`src/rtl/exc_entry_pkg.sv`:
```
// Shared constants and types for the exception entry sequencer.
// Assumes the status word is at least 29 bits wide.
package exc_entry_pkg;
    localparam int NSRC        = 3;   // number of request sources
    localparam int SRC_DBUS    = 0;   // highest priority
    localparam int SRC_IBUS    = 1;
    localparam int SRC_NMI     = 2;   // lowest priority
    localparam int SR_R_BIT    = 15;
    localparam int SR_GM_BIT   = 16;
    localparam int SR_EM_BIT   = 21;
    localparam int SR_MODE_LSB = 22;
    localparam int SR_MODE_W   = 3;
    localparam int SR_J_BIT    = 28;
    localparam logic [SR_MODE_W-1:0] MODE_BUSERR = 3'b110;
    localparam logic [SR_MODE_W-1:0] MODE_NMI    = 3'b111;

    typedef enum logic [2:0] {
        ST_IDLE,
        ST_DRAIN,
        ST_PUSH_RET,
        ST_PUSH_SR,
        ST_DONE
    } seq_state_e;
endpackage

```
`src/rtl/exc_req_arbiter.sv`:
```
// Pending-flag store and fixed-priority pick for the request sources.
// Index 0 wins over higher indices. A flag sets on its request and
// clears on its clear strobe. When both occur in one cycle, set wins.
module exc_req_arbiter #(
    parameter int NSRC = 3
) (
    input  logic            clk,
    input  logic            rst_n,
    input  logic [NSRC-1:0] set_i,
    input  logic [NSRC-1:0] clr_i,
    output logic [NSRC-1:0] pend_o,
    output logic [NSRC-1:0] grant_o
);
    genvar g;
    generate
        for (g = 0; g < NSRC; g++) begin : g_flag
            // Hold one pending request per source.
            always_ff @(posedge clk) begin
                if (!rst_n)
                    pend_o[g] <= 1'b0;
                else
                    pend_o[g] <= (pend_o[g] & ~clr_i[g]) | set_i[g];
            end
        end
    endgenerate

    // Grant the lowest-index pending source.
    always_comb begin
        logic found;
        found   = 1'b0;
        grant_o = '0;
        for (int i = 0; i < NSRC; i++) begin
            if (pend_o[i] && !found) begin
                grant_o[i] = 1'b1;
                found      = 1'b1;
            end
        end
    end
endmodule

```
`src/rtl/exc_sr_builder.sv`:
```
// Builds the status word presented on entry. It clears the R and J
// bits, sets the EM and GM bits and writes the mode field by source.
// Assumes XLEN covers every status bit position in the package.
module exc_sr_builder
    import exc_entry_pkg::*;
#(
    parameter int XLEN = 32
) (
    input  logic [XLEN-1:0] sr_old_i,
    input  logic            is_nmi_i,
    output logic [XLEN-1:0] sr_new_o
);
    // Rewrite the status word fields.
    always_comb begin
        sr_new_o            = sr_old_i;
        sr_new_o[SR_R_BIT]  = 1'b0;
        sr_new_o[SR_J_BIT]  = 1'b0;
        sr_new_o[SR_EM_BIT] = 1'b1;
        sr_new_o[SR_GM_BIT] = 1'b1;
        sr_new_o[SR_MODE_LSB +: SR_MODE_W] = is_nmi_i ? MODE_NMI : MODE_BUSERR;
    end
endmodule

```
`src/rtl/exc_entry_fsm.sv`:
```
// Entry sequencer. In idle it takes the granted source and latches the
// stack pointer, status word, vector base and return address. For the
// interrupt it drains the pipeline first. It then makes two
// ready-handshaked stack writes and signals done for one cycle.
// Assumes grant_i is one-hot or zero.
module exc_entry_fsm
    import exc_entry_pkg::*;
#(
    parameter int XLEN     = 32,
    parameter int SP_STEP  = 4,
    parameter int VEC_DBUS = 8,
    parameter int VEC_IBUS = 12,
    parameter int VEC_NMI  = 16
) (
    input  logic            clk,
    input  logic            rst_n,
    input  logic [NSRC-1:0] grant_i,
    input  logic [XLEN-1:0] sr_i,
    input  logic [XLEN-1:0] sp_i,
    input  logic [XLEN-1:0] evba_i,
    input  logic [XLEN-1:0] pc_noissue_i,
    input  logic [XLEN-1:0] pc_nocomplete_i,
    input  logic            drained_i,
    input  logic            mem_rdy_i,
    output logic [NSRC-1:0] clr_o,
    output logic            mem_we_o,
    output logic [XLEN-1:0] mem_addr_o,
    output logic [XLEN-1:0] mem_wdata_o,
    output logic            drain_req_o,
    output logic [XLEN-1:0] sp_o,
    output logic [XLEN-1:0] sr_old_o,
    output logic            is_nmi_o,
    output logic [XLEN-1:0] pc_o,
    output logic            done_o
);
    localparam logic [XLEN-1:0] STEP1 = XLEN'(SP_STEP);
    localparam logic [XLEN-1:0] STEP2 = XLEN'(2 * SP_STEP);

    seq_state_e      state_q;
    logic [NSRC-1:0] src_q;
    logic [XLEN-1:0] sp_q, sr_q, evba_q, ret_q;

    // Advance the entry sequence.
    always_ff @(posedge clk) begin
        if (!rst_n) begin
            state_q <= ST_IDLE;
        end else begin
            case (state_q)
                ST_IDLE:     if (|grant_i) state_q <= grant_i[SRC_NMI] ? ST_DRAIN : ST_PUSH_RET;
                ST_DRAIN:    if (drained_i) state_q <= ST_PUSH_RET;
                ST_PUSH_RET: if (mem_rdy_i) state_q <= ST_PUSH_SR;
                ST_PUSH_SR:  if (mem_rdy_i) state_q <= ST_DONE;
                ST_DONE:     state_q <= ST_IDLE;
                default:     state_q <= ST_IDLE;
            endcase
        end
    end

    // Latch the context of the selected request.
    always_ff @(posedge clk) begin
        if (!rst_n) begin
            src_q  <= '0;
            sp_q   <= '0;
            sr_q   <= '0;
            evba_q <= '0;
            ret_q  <= '0;
        end else if (state_q == ST_IDLE && |grant_i) begin
            src_q  <= grant_i;
            sp_q   <= sp_i;
            sr_q   <= sr_i;
            evba_q <= evba_i;
            ret_q  <= pc_noissue_i;
        end else if (state_q == ST_DRAIN && drained_i) begin
            ret_q  <= pc_nocomplete_i;
        end
    end

    // Drive the stack write port and the handshake strobes.
    always_comb begin
        mem_we_o    = (state_q == ST_PUSH_RET) || (state_q == ST_PUSH_SR);
        mem_addr_o  = (state_q == ST_PUSH_SR) ? (sp_q - STEP2) : (sp_q - STEP1);
        mem_wdata_o = (state_q == ST_PUSH_SR) ? sr_q : ret_q;
        drain_req_o = (state_q == ST_DRAIN);
        done_o      = (state_q == ST_DONE);
        clr_o       = done_o ? src_q : '0;
    end

    // Form the results presented with done.
    always_comb begin
        sp_o     = sp_q - STEP2;
        sr_old_o = sr_q;
        is_nmi_o = src_q[SRC_NMI];
        if (src_q[SRC_DBUS])
            pc_o = evba_q + XLEN'(VEC_DBUS);
        else if (src_q[SRC_IBUS])
            pc_o = evba_q + XLEN'(VEC_IBUS);
        else
            pc_o = evba_q + XLEN'(VEC_NMI);
    end
endmodule

```
`src/rtl/exc_entry_seq.sv`:
```
// Top of the exception entry sequencer. It captures the interrupt on a
// rising edge unless the mode field shows interrupt service. It then
// arbitrates the pending sources and runs the entry sequence.
// Assumes evba_i and sp_i are stable from the request until done.
module exc_entry_seq
    import exc_entry_pkg::*;
#(
    parameter int XLEN     = 32,
    parameter int SP_STEP  = 4,
    parameter int VEC_DBUS = 8,
    parameter int VEC_IBUS = 12,
    parameter int VEC_NMI  = 16
) (
    input  logic            clk,
    input  logic            rst_n,
    input  logic            dbus_err_i,
    input  logic            ibus_err_i,
    input  logic            nmi_i,
    input  logic [XLEN-1:0] sr_i,
    input  logic [XLEN-1:0] sp_i,
    input  logic [XLEN-1:0] evba_i,
    input  logic [XLEN-1:0] pc_noissue_i,
    input  logic [XLEN-1:0] pc_nocomplete_i,
    input  logic            drained_i,
    input  logic            mem_rdy_i,
    output logic            mem_we_o,
    output logic [XLEN-1:0] mem_addr_o,
    output logic [XLEN-1:0] mem_wdata_o,
    output logic            drain_req_o,
    output logic [XLEN-1:0] sp_o,
    output logic [XLEN-1:0] sr_o,
    output logic [XLEN-1:0] pc_o,
    output logic            done_o
);
    logic            nmi_q;
    logic            nmi_blocked;
    logic [NSRC-1:0] req_set, req_clr, pend, grant;
    logic [XLEN-1:0] sr_old;
    logic            is_nmi;

    // Remember the previous interrupt level for edge detection.
    always_ff @(posedge clk) begin
        if (!rst_n)
            nmi_q <= 1'b0;
        else
            nmi_q <= nmi_i;
    end

    // Collect new requests, dropping an interrupt edge during interrupt service.
    always_comb begin
        nmi_blocked       = (sr_i[SR_MODE_LSB +: SR_MODE_W] == MODE_NMI);
        req_set           = '0;
        req_set[SRC_DBUS] = dbus_err_i;
        req_set[SRC_IBUS] = ibus_err_i;
        req_set[SRC_NMI]  = nmi_i && !nmi_q && !nmi_blocked;
    end

    exc_req_arbiter #(.NSRC(NSRC)) u_arb (
        .clk     (clk),
        .rst_n   (rst_n),
        .set_i   (req_set),
        .clr_i   (req_clr),
        .pend_o  (pend),
        .grant_o (grant)
    );

    exc_entry_fsm #(
        .XLEN     (XLEN),
        .SP_STEP  (SP_STEP),
        .VEC_DBUS (VEC_DBUS),
        .VEC_IBUS (VEC_IBUS),
        .VEC_NMI  (VEC_NMI)
    ) u_fsm (
        .clk             (clk),
        .rst_n           (rst_n),
        .grant_i         (grant),
        .sr_i            (sr_i),
        .sp_i            (sp_i),
        .evba_i          (evba_i),
        .pc_noissue_i    (pc_noissue_i),
        .pc_nocomplete_i (pc_nocomplete_i),
        .drained_i       (drained_i),
        .mem_rdy_i       (mem_rdy_i),
        .clr_o           (req_clr),
        .mem_we_o        (mem_we_o),
        .mem_addr_o      (mem_addr_o),
        .mem_wdata_o     (mem_wdata_o),
        .drain_req_o     (drain_req_o),
        .sp_o            (sp_o),
        .sr_old_o        (sr_old),
        .is_nmi_o        (is_nmi),
        .pc_o            (pc_o),
        .done_o          (done_o)
    );

    exc_sr_builder #(.XLEN(XLEN)) u_sr (
        .sr_old_i (sr_old),
        .is_nmi_i (is_nmi),
        .sr_new_o (sr_o)
    );
endmodule

```
`config.mk`:
```
export PLATFORM = sky130hd
export DESIGN_NAME = exc_entry_seq
export DESIGN_NICKNAME = d
export VERILOG_FILES = /design/src/rtl/exc_entry_pkg.sv /design/src/rtl/exc_req_arbiter.sv /design/src/rtl/exc_sr_builder.sv /design/src/rtl/exc_entry_fsm.sv /design/src/rtl/exc_entry_seq.sv
export SDC_FILE = /design/constraint.sdc
export NUM_CORES = 1
export LEC_CHECK = 0
export CORE_MARGIN = 8
export CORE_UTILIZATION = 40
export DETAILED_ROUTE_END_ITERATION = 7
export PLACE_DENSITY = 0.75
export SYNTH_ARGS = -nofsm -noshare
export SYNTH_HDL_FRONTEND = slang
export SYNTH_SLANG_ARGS = --single-unit
```
`constraint.sdc`:
```
create_clock -name clk -period 2.52 [get_ports clk]
set_clock_uncertainty 0.2 [all_clocks]
set_input_delay 0.378 -clock clk [delete_from_list [all_inputs] [get_ports clk]]
set_output_delay 0.378 -clock clk [all_outputs]
set_load 0.02 [all_outputs]
```
==> After elaboration in Yosys (flattened, before gate mapping) <==
Cells that the tools add are included.
{ "classes": {"addsub": 5, "n_reduce_logical": 15, "n_bitwise": 9, "mux": 18, "n_eq_ne": 9} }
{ "op_table": {"columns": ["cell", "count"], "rows": [
  ["$mux 32", 6],
  ["$add 32x4->32 const B", 2],
  ["$add 32x5->32 const B", 1],
  ["$sub 32x3->32 const B", 1],
  ["$sub 32x4->32 const B", 1],
  ["$mux 3", 5],
  ["$pmux 3 s4", 1],
  ["$ne 2x2->1 const B", 4],
  ["$eq 3x2->1 const B", 2],
  ["$eq 3x3->1 const B", 2],
  ["$logic_and 1x1->1", 6],
  ["$mux 1", 5],
  ["$logic_not 1->1", 4],
  ["$reduce_and 4->1", 1],
  ["$and 1x1->1", 3],
  ["$eq 3x1->1 const B", 1],
  ["$logic_not 3->1", 1],
  ["$not 1->1", 3],
  ["$or 1x1->1", 3],
  ["$reduce_or 3->1", 1],
  ["$mux 2", 1],
  ["$reduce_bool 2->1", 1],
  ["$logic_or 1x1->1", 1]
]} }
{ "totals": {"inputBits": 167, "word_cells": 66, "register_bits": 138, "output_inout_bits": 163} }

==> Longest topological paths before layout <==
{ "depth": {"word_depth": 10, "mapped_depth": 8, "mapped_depth_nobuf": 6} }

==> Cells and area by module <==
A second synthesis with hierarchy kept.
{ "hier_totals": {"cells_unflattened": 996, "area_unflattened_um2": 7713.6} }
{ "by_module_without_submodules": {"columns": ["module", "area_each_um2", "seq_area_each_um2", "cells_per_inst", "instances"], "rows": [
  ["exc_entry_fsm", 7300.8, 2682.6, 946, 1],
  ["exc_sr_builder", 247.7, 0.0, 34, 1],
  ["exc_req_arbiter", 125.1, 60.1, 12, 1],
  ["exc_entry_seq", 40.0, 20.0, 4, 1]
]} }

==> Worst setup path before layout <==
Ideal clock, no wire load.
{ "synth_path": {"kind": "flip-flop to output port", "startpoint": "register u_fsm.sp_q[3]", "endpoint": "output port mem_addr_o[27]", "path_buffers": 1, "path_stages_with_launch": 8, "t_required_ns": 1.942, "setup_slack_ns": -0.327, "arrival_ns": 2.269, "path_cell_list": "dfxtp_1 inv_1 ha_1 nor3b_1 nand3_1 clkbuf_1 nor4b_1 xor2_1"} }
{ "synth_via": {"elab_chain_len": 2, "elab_cells_between_ends": 3, "cone_classes": "add/sub (2); mux (1)"} }
{ "synth_lines": {"columns": ["element", "line", "text"], "rows": [
  ["start, declared", "exc_entry_fsm.sv:41", "logic [XLEN-1:0] sp_q, sr_q, evba_q, ret_q;"],
  ["start signal, assigned", "exc_entry_fsm.sv:69", "sp_q <= sp_i;"],
  ["$sub 32x3->32 / $sub 32x4->32 (equally long branches)", "exc_entry_fsm.sv:81", "mem_addr_o = (state_q == ST_PUSH_SR) ? (sp_q - STEP2) : (sp_q - STEP1);"],
  ["$mux 32 *", "exc_entry_fsm.sv:81", null],
  ["end, declared", "exc_entry_seq.sv:27", "output logic [XLEN-1:0] mem_addr_o,"]
]} }
Every way passes the cells marked *; elsewhere a longest branch is shown, timed or not.

==> Worst setup path in the final report <==
{ "layout_path": {"startpoint": "register u_fsm.sp_q[25]", "endpoint": "output port sp_o[28]"} }
{ "layout_via": {"elab_chain_len": 1} }
{ "layout_lines": {"columns": ["element", "line", "text"], "rows": [
  ["$sub 32x4->32", "exc_entry_fsm.sv:90", "sp_o = sp_q - STEP2;"],
  ["end, declared", "exc_entry_seq.sv:30", "output logic [XLEN-1:0] sp_o,"]
]} }
Every way passes these cells.

==> impl_metrics.py <==
metrics = {
    "status": {
        "status": "finished with violations",
        "violations": "negative setup slack",
    },
    "setup_path": {
        "worstPathMaxFanout": 2,
        "path_cells": "or4_4 > or4_4 > or3b_4 > xnor2_4 > buf_6",
        "cp.arrival_ns": 2.55,
        "worstSetupStartpoint": "u_fsm.sp_q[25]",
        "worst-setup-path-type": "register to output port",
        "critical_path.endpoint_type": "output port",
        "critPathLaunchType": "register",
        "cp_num_buf_inv": 1,
        "r2r-start": "u_arb.pend_o[0]",
        "cpPeakStageDelay_ns": 0.56,
        "crit_family": "simple AND/OR/NAND/NOR gates",
        "required_ns": 1.94,
        "critPathMostFrequentCell": "or4_4",
        "crit_slowest_cell": "or4_4",
    },
    "placed_design": {
        "routabilityCongestion": 0.939,
        "port_buffers": 323,
        "preCtsSetupSlack_ns": -0.612,
        "dp_hpwl_mm": 23.1,
    },
    "floorplan": {
        "row_count": 52,
        "start_util_pct": 40.3,
        "core_area_um2": 20000,
        "die_x_um": 158,
        "fp.dieH_um": 158,
        "die_area_um2": 25000,
        "ioPinCount": 330,
    },
    "sta": {
        "finalHoldViolCount": 0,
        "grt_setup_unrepaired": "true",
        "fmax_ghz": 0.320,
        "layout_setup_ws_ns": -0.606,
        "finalMaxSlewViolations": 0,
        "period_share_pct": 124,
        "finalSetupViolCount": 76,
        "period_minus_slack_ns": 3.13,
    },
    "global_routing": {
        "grt_overflow": 0,
        "antenna_found_initial": 0,
        "grt_pass1_vias": 9522,
        "grt_pass1_wl_mm": 52.5,
        "grt_max_degree": 65,
        "grt_usage_pct": 26.8,
    },
    "clock_tree": {
        "cts_inserted_buffers": 17,
        "holdBufCountCts": 0,
        "tritoncts": "done",
        "htreeDepth": 4,
        "cts_max_path_buffers": 2,
        "clock_sinks": 138,
        "clkLatencyLatePin_ns": 0.41,
        "clk_pin_slew_ns": 0.06,
        "cts_root_buffer": "clkbuf_16",
    },
    "final_layout": {
        "mostFrequentLayoutCell": "nand2_1",
        "mostFrequentLayoutCells": "nand2_1 (372), buf_4 (202), clkdlybuf4s50_1 (200), dfxtp_1 (124), buf_6 (73)",
        "area_growth_pct": 83.0,
        "fillers": 1310,
        "nets": 1709,
        "drive_above_1_share_pct": 33.3,
    },
    "run": {
        "max_cap_viol_count": 0,
    },
    "min_path": {
        "hold_path.class": "input pin to register",
        "hp-start": "rst_n",
    },
    "routing": {
        "antenna_left": 0,
        "drt_iter0_markers": 712,
        "avgViaCountPerCell": 5.43,
        "routed_wl_mm": 38.8,
        "firstDrtPassIters": 5,
        "drc": 0,
        "routedWlPerCell_um": 21.3,
        "vias": 9884,
    },
    "power": {
        "leakagePower_uw": 0.00639,
        "p_per_area_nw_per_um2": 1290,
        "vdd_ir_drop_max_v": 0.000567,
        "total_power_uw": 19100,
    },
    "yosys": {
        "ys_seq_elements": 138,
        "synthCells": 1101,
        "ys_types": 61,
        "synth.cell_area_um2": 8080,
        "yosys_most_used_dff": "dfxtp_1",
        "synthArstFlopShare_pct": 0,
        "synth_edf_count": 0,
        "yosys_warnings": 0,
        "yosysTopAreaCellShare_pct": 34.2,
        "synth_area_leaders": "dfxtp_1 (34%), nand2_1 (18%), a21boi_0 (6.1%)",
        "ys_seq_area_share_pct": 34.2,
        "postSynthAreaPerCell_um2": 7.34,
        "yosysTopAreaCell": "dfxtp_1",
    },
}
[registers in the layout, indices dropped and copies added (netlist names)]
signal / count
u_fsm.sp_q: 32
u_fsm.src_q: 3
u_fsm.sr_old_o: 32
u_fsm.ret_q: 32
u_arb.pend_o: 3
u_fsm.state_q: 3
u_fsm.evba_q: 32
nmi_q: 1
[where the power goes]
part / internal (µW) / switching, µW / leakage [µW]
clock network: 1810 / 992 / 0.000313
registers: 2840 / 462 / 0.00114
logic: 5690 / 7260 / 0.00493
total: 10300 / 8720 / 0.00639
[tightest hold or removal path, delay by kind of cell]
family	cells	cell delay, ns
buffers and inverters	1	0.24
AO/OA/AOI/OAI	2	0.17
[cells in the mapped netlist (7+ instances only)]
master	count
a21boi_1	31
buf_2	7
xnor2_1	35
nand3_1	19
dfxtp_1	138
a31oi_1	32
clkbuf_1	69
ha_1	7
nor2_1	24
or4_1	7
o21ai_0	38
a21oi_1	12
buf_4	40
nand2_1	382
xor2_1	48
nor4_1	22
nor3_1	15
nand4_1	14
a21boi_0	66
inv_1	11
[routing by layer]
layer	GRT usage (%)	vias to the layer above	part of all wire [%]	routed length [µm]
met2	45.6	555	49	18900
met1	31.4	4664	37	14500
met5	0	-	0	0
li1	-	4500	-	-
met4	11.2	0	5.6	2190
met3	6.88	165	8.3	3230
[through the flow]
stage	cell area (µm²)	setup TNS [ns]	utilization [%]	hold WS, ns	instances
floorplan	8250	-0.868	-	0.235	1105
global placement	12400	-22.99	61.7	0.243	1719
detailed placement	12400	-25.27	61.7	0.256	1719
CTS	13900	-17.41	69.4	0.205	1784
global route	14800	-27.48	73.8	0.216	1818
finish	14800	-21.45	73.8	0.236	1819
[final timing paths]
path                            slack, ns                  to  cells past startpoint
worst max register to register       0.36      u_fsm.sp_q[12]                      5
worst min-delay path                 0.24      u_fsm.ret_q[7]                      3
worst max-delay path                -0.61            sp_o[28]                      5
worst min register to register       0.26  u_fsm.sr_old_o[24]                      2
[what timing repair did]
action / in CTS / in global routing
pin swaps: 73 / 87
setup buffers: 29 / 43
gates resized for setup: 613 / 238
endpoints found under the setup margin: 121 / 110
gates cloned: 5 / 0
[cell families (layout without fill, tap and decap cells)]
| family | after synthesis | after routing | share of synthesized area (%) |
|---|---|---|---|
| and+or+nand+nor | 528 | 528 | 28.8 |
| AOI/OAI and AO/OA | 204 | 204 | 17.6 |
| DFF | 138 | 138 | 34.2 |
| buffers and inverters | 135 | 578 | 8.64 |
| xor gates and xnor gates | 84 | 84 | 9.20 |
| adders and majority gates | 7 | 7 | 1.08 |
| muxes | 3 | 3 | 0.387 |
| other | 2 | 7 | 0.0930 |
[area by class of cell]
type | count | area (µm²) | area share, %
clock inverters | 11 | 193 | 1.30
repair buffers | 535 | 5020 | 34.0
inverters | 11 | 48.8 | 0.330
clock buffers | 21 | 460 | 3.11
well taps | 270 | 338 | 2.28
flip-flops and latches | 138 | 2790 | 18.9
diodes | 1 | 2.50 | 0.0169
multi-input cells | 832 | 5930 | 40.1
(Power assumes the default switching activity.)
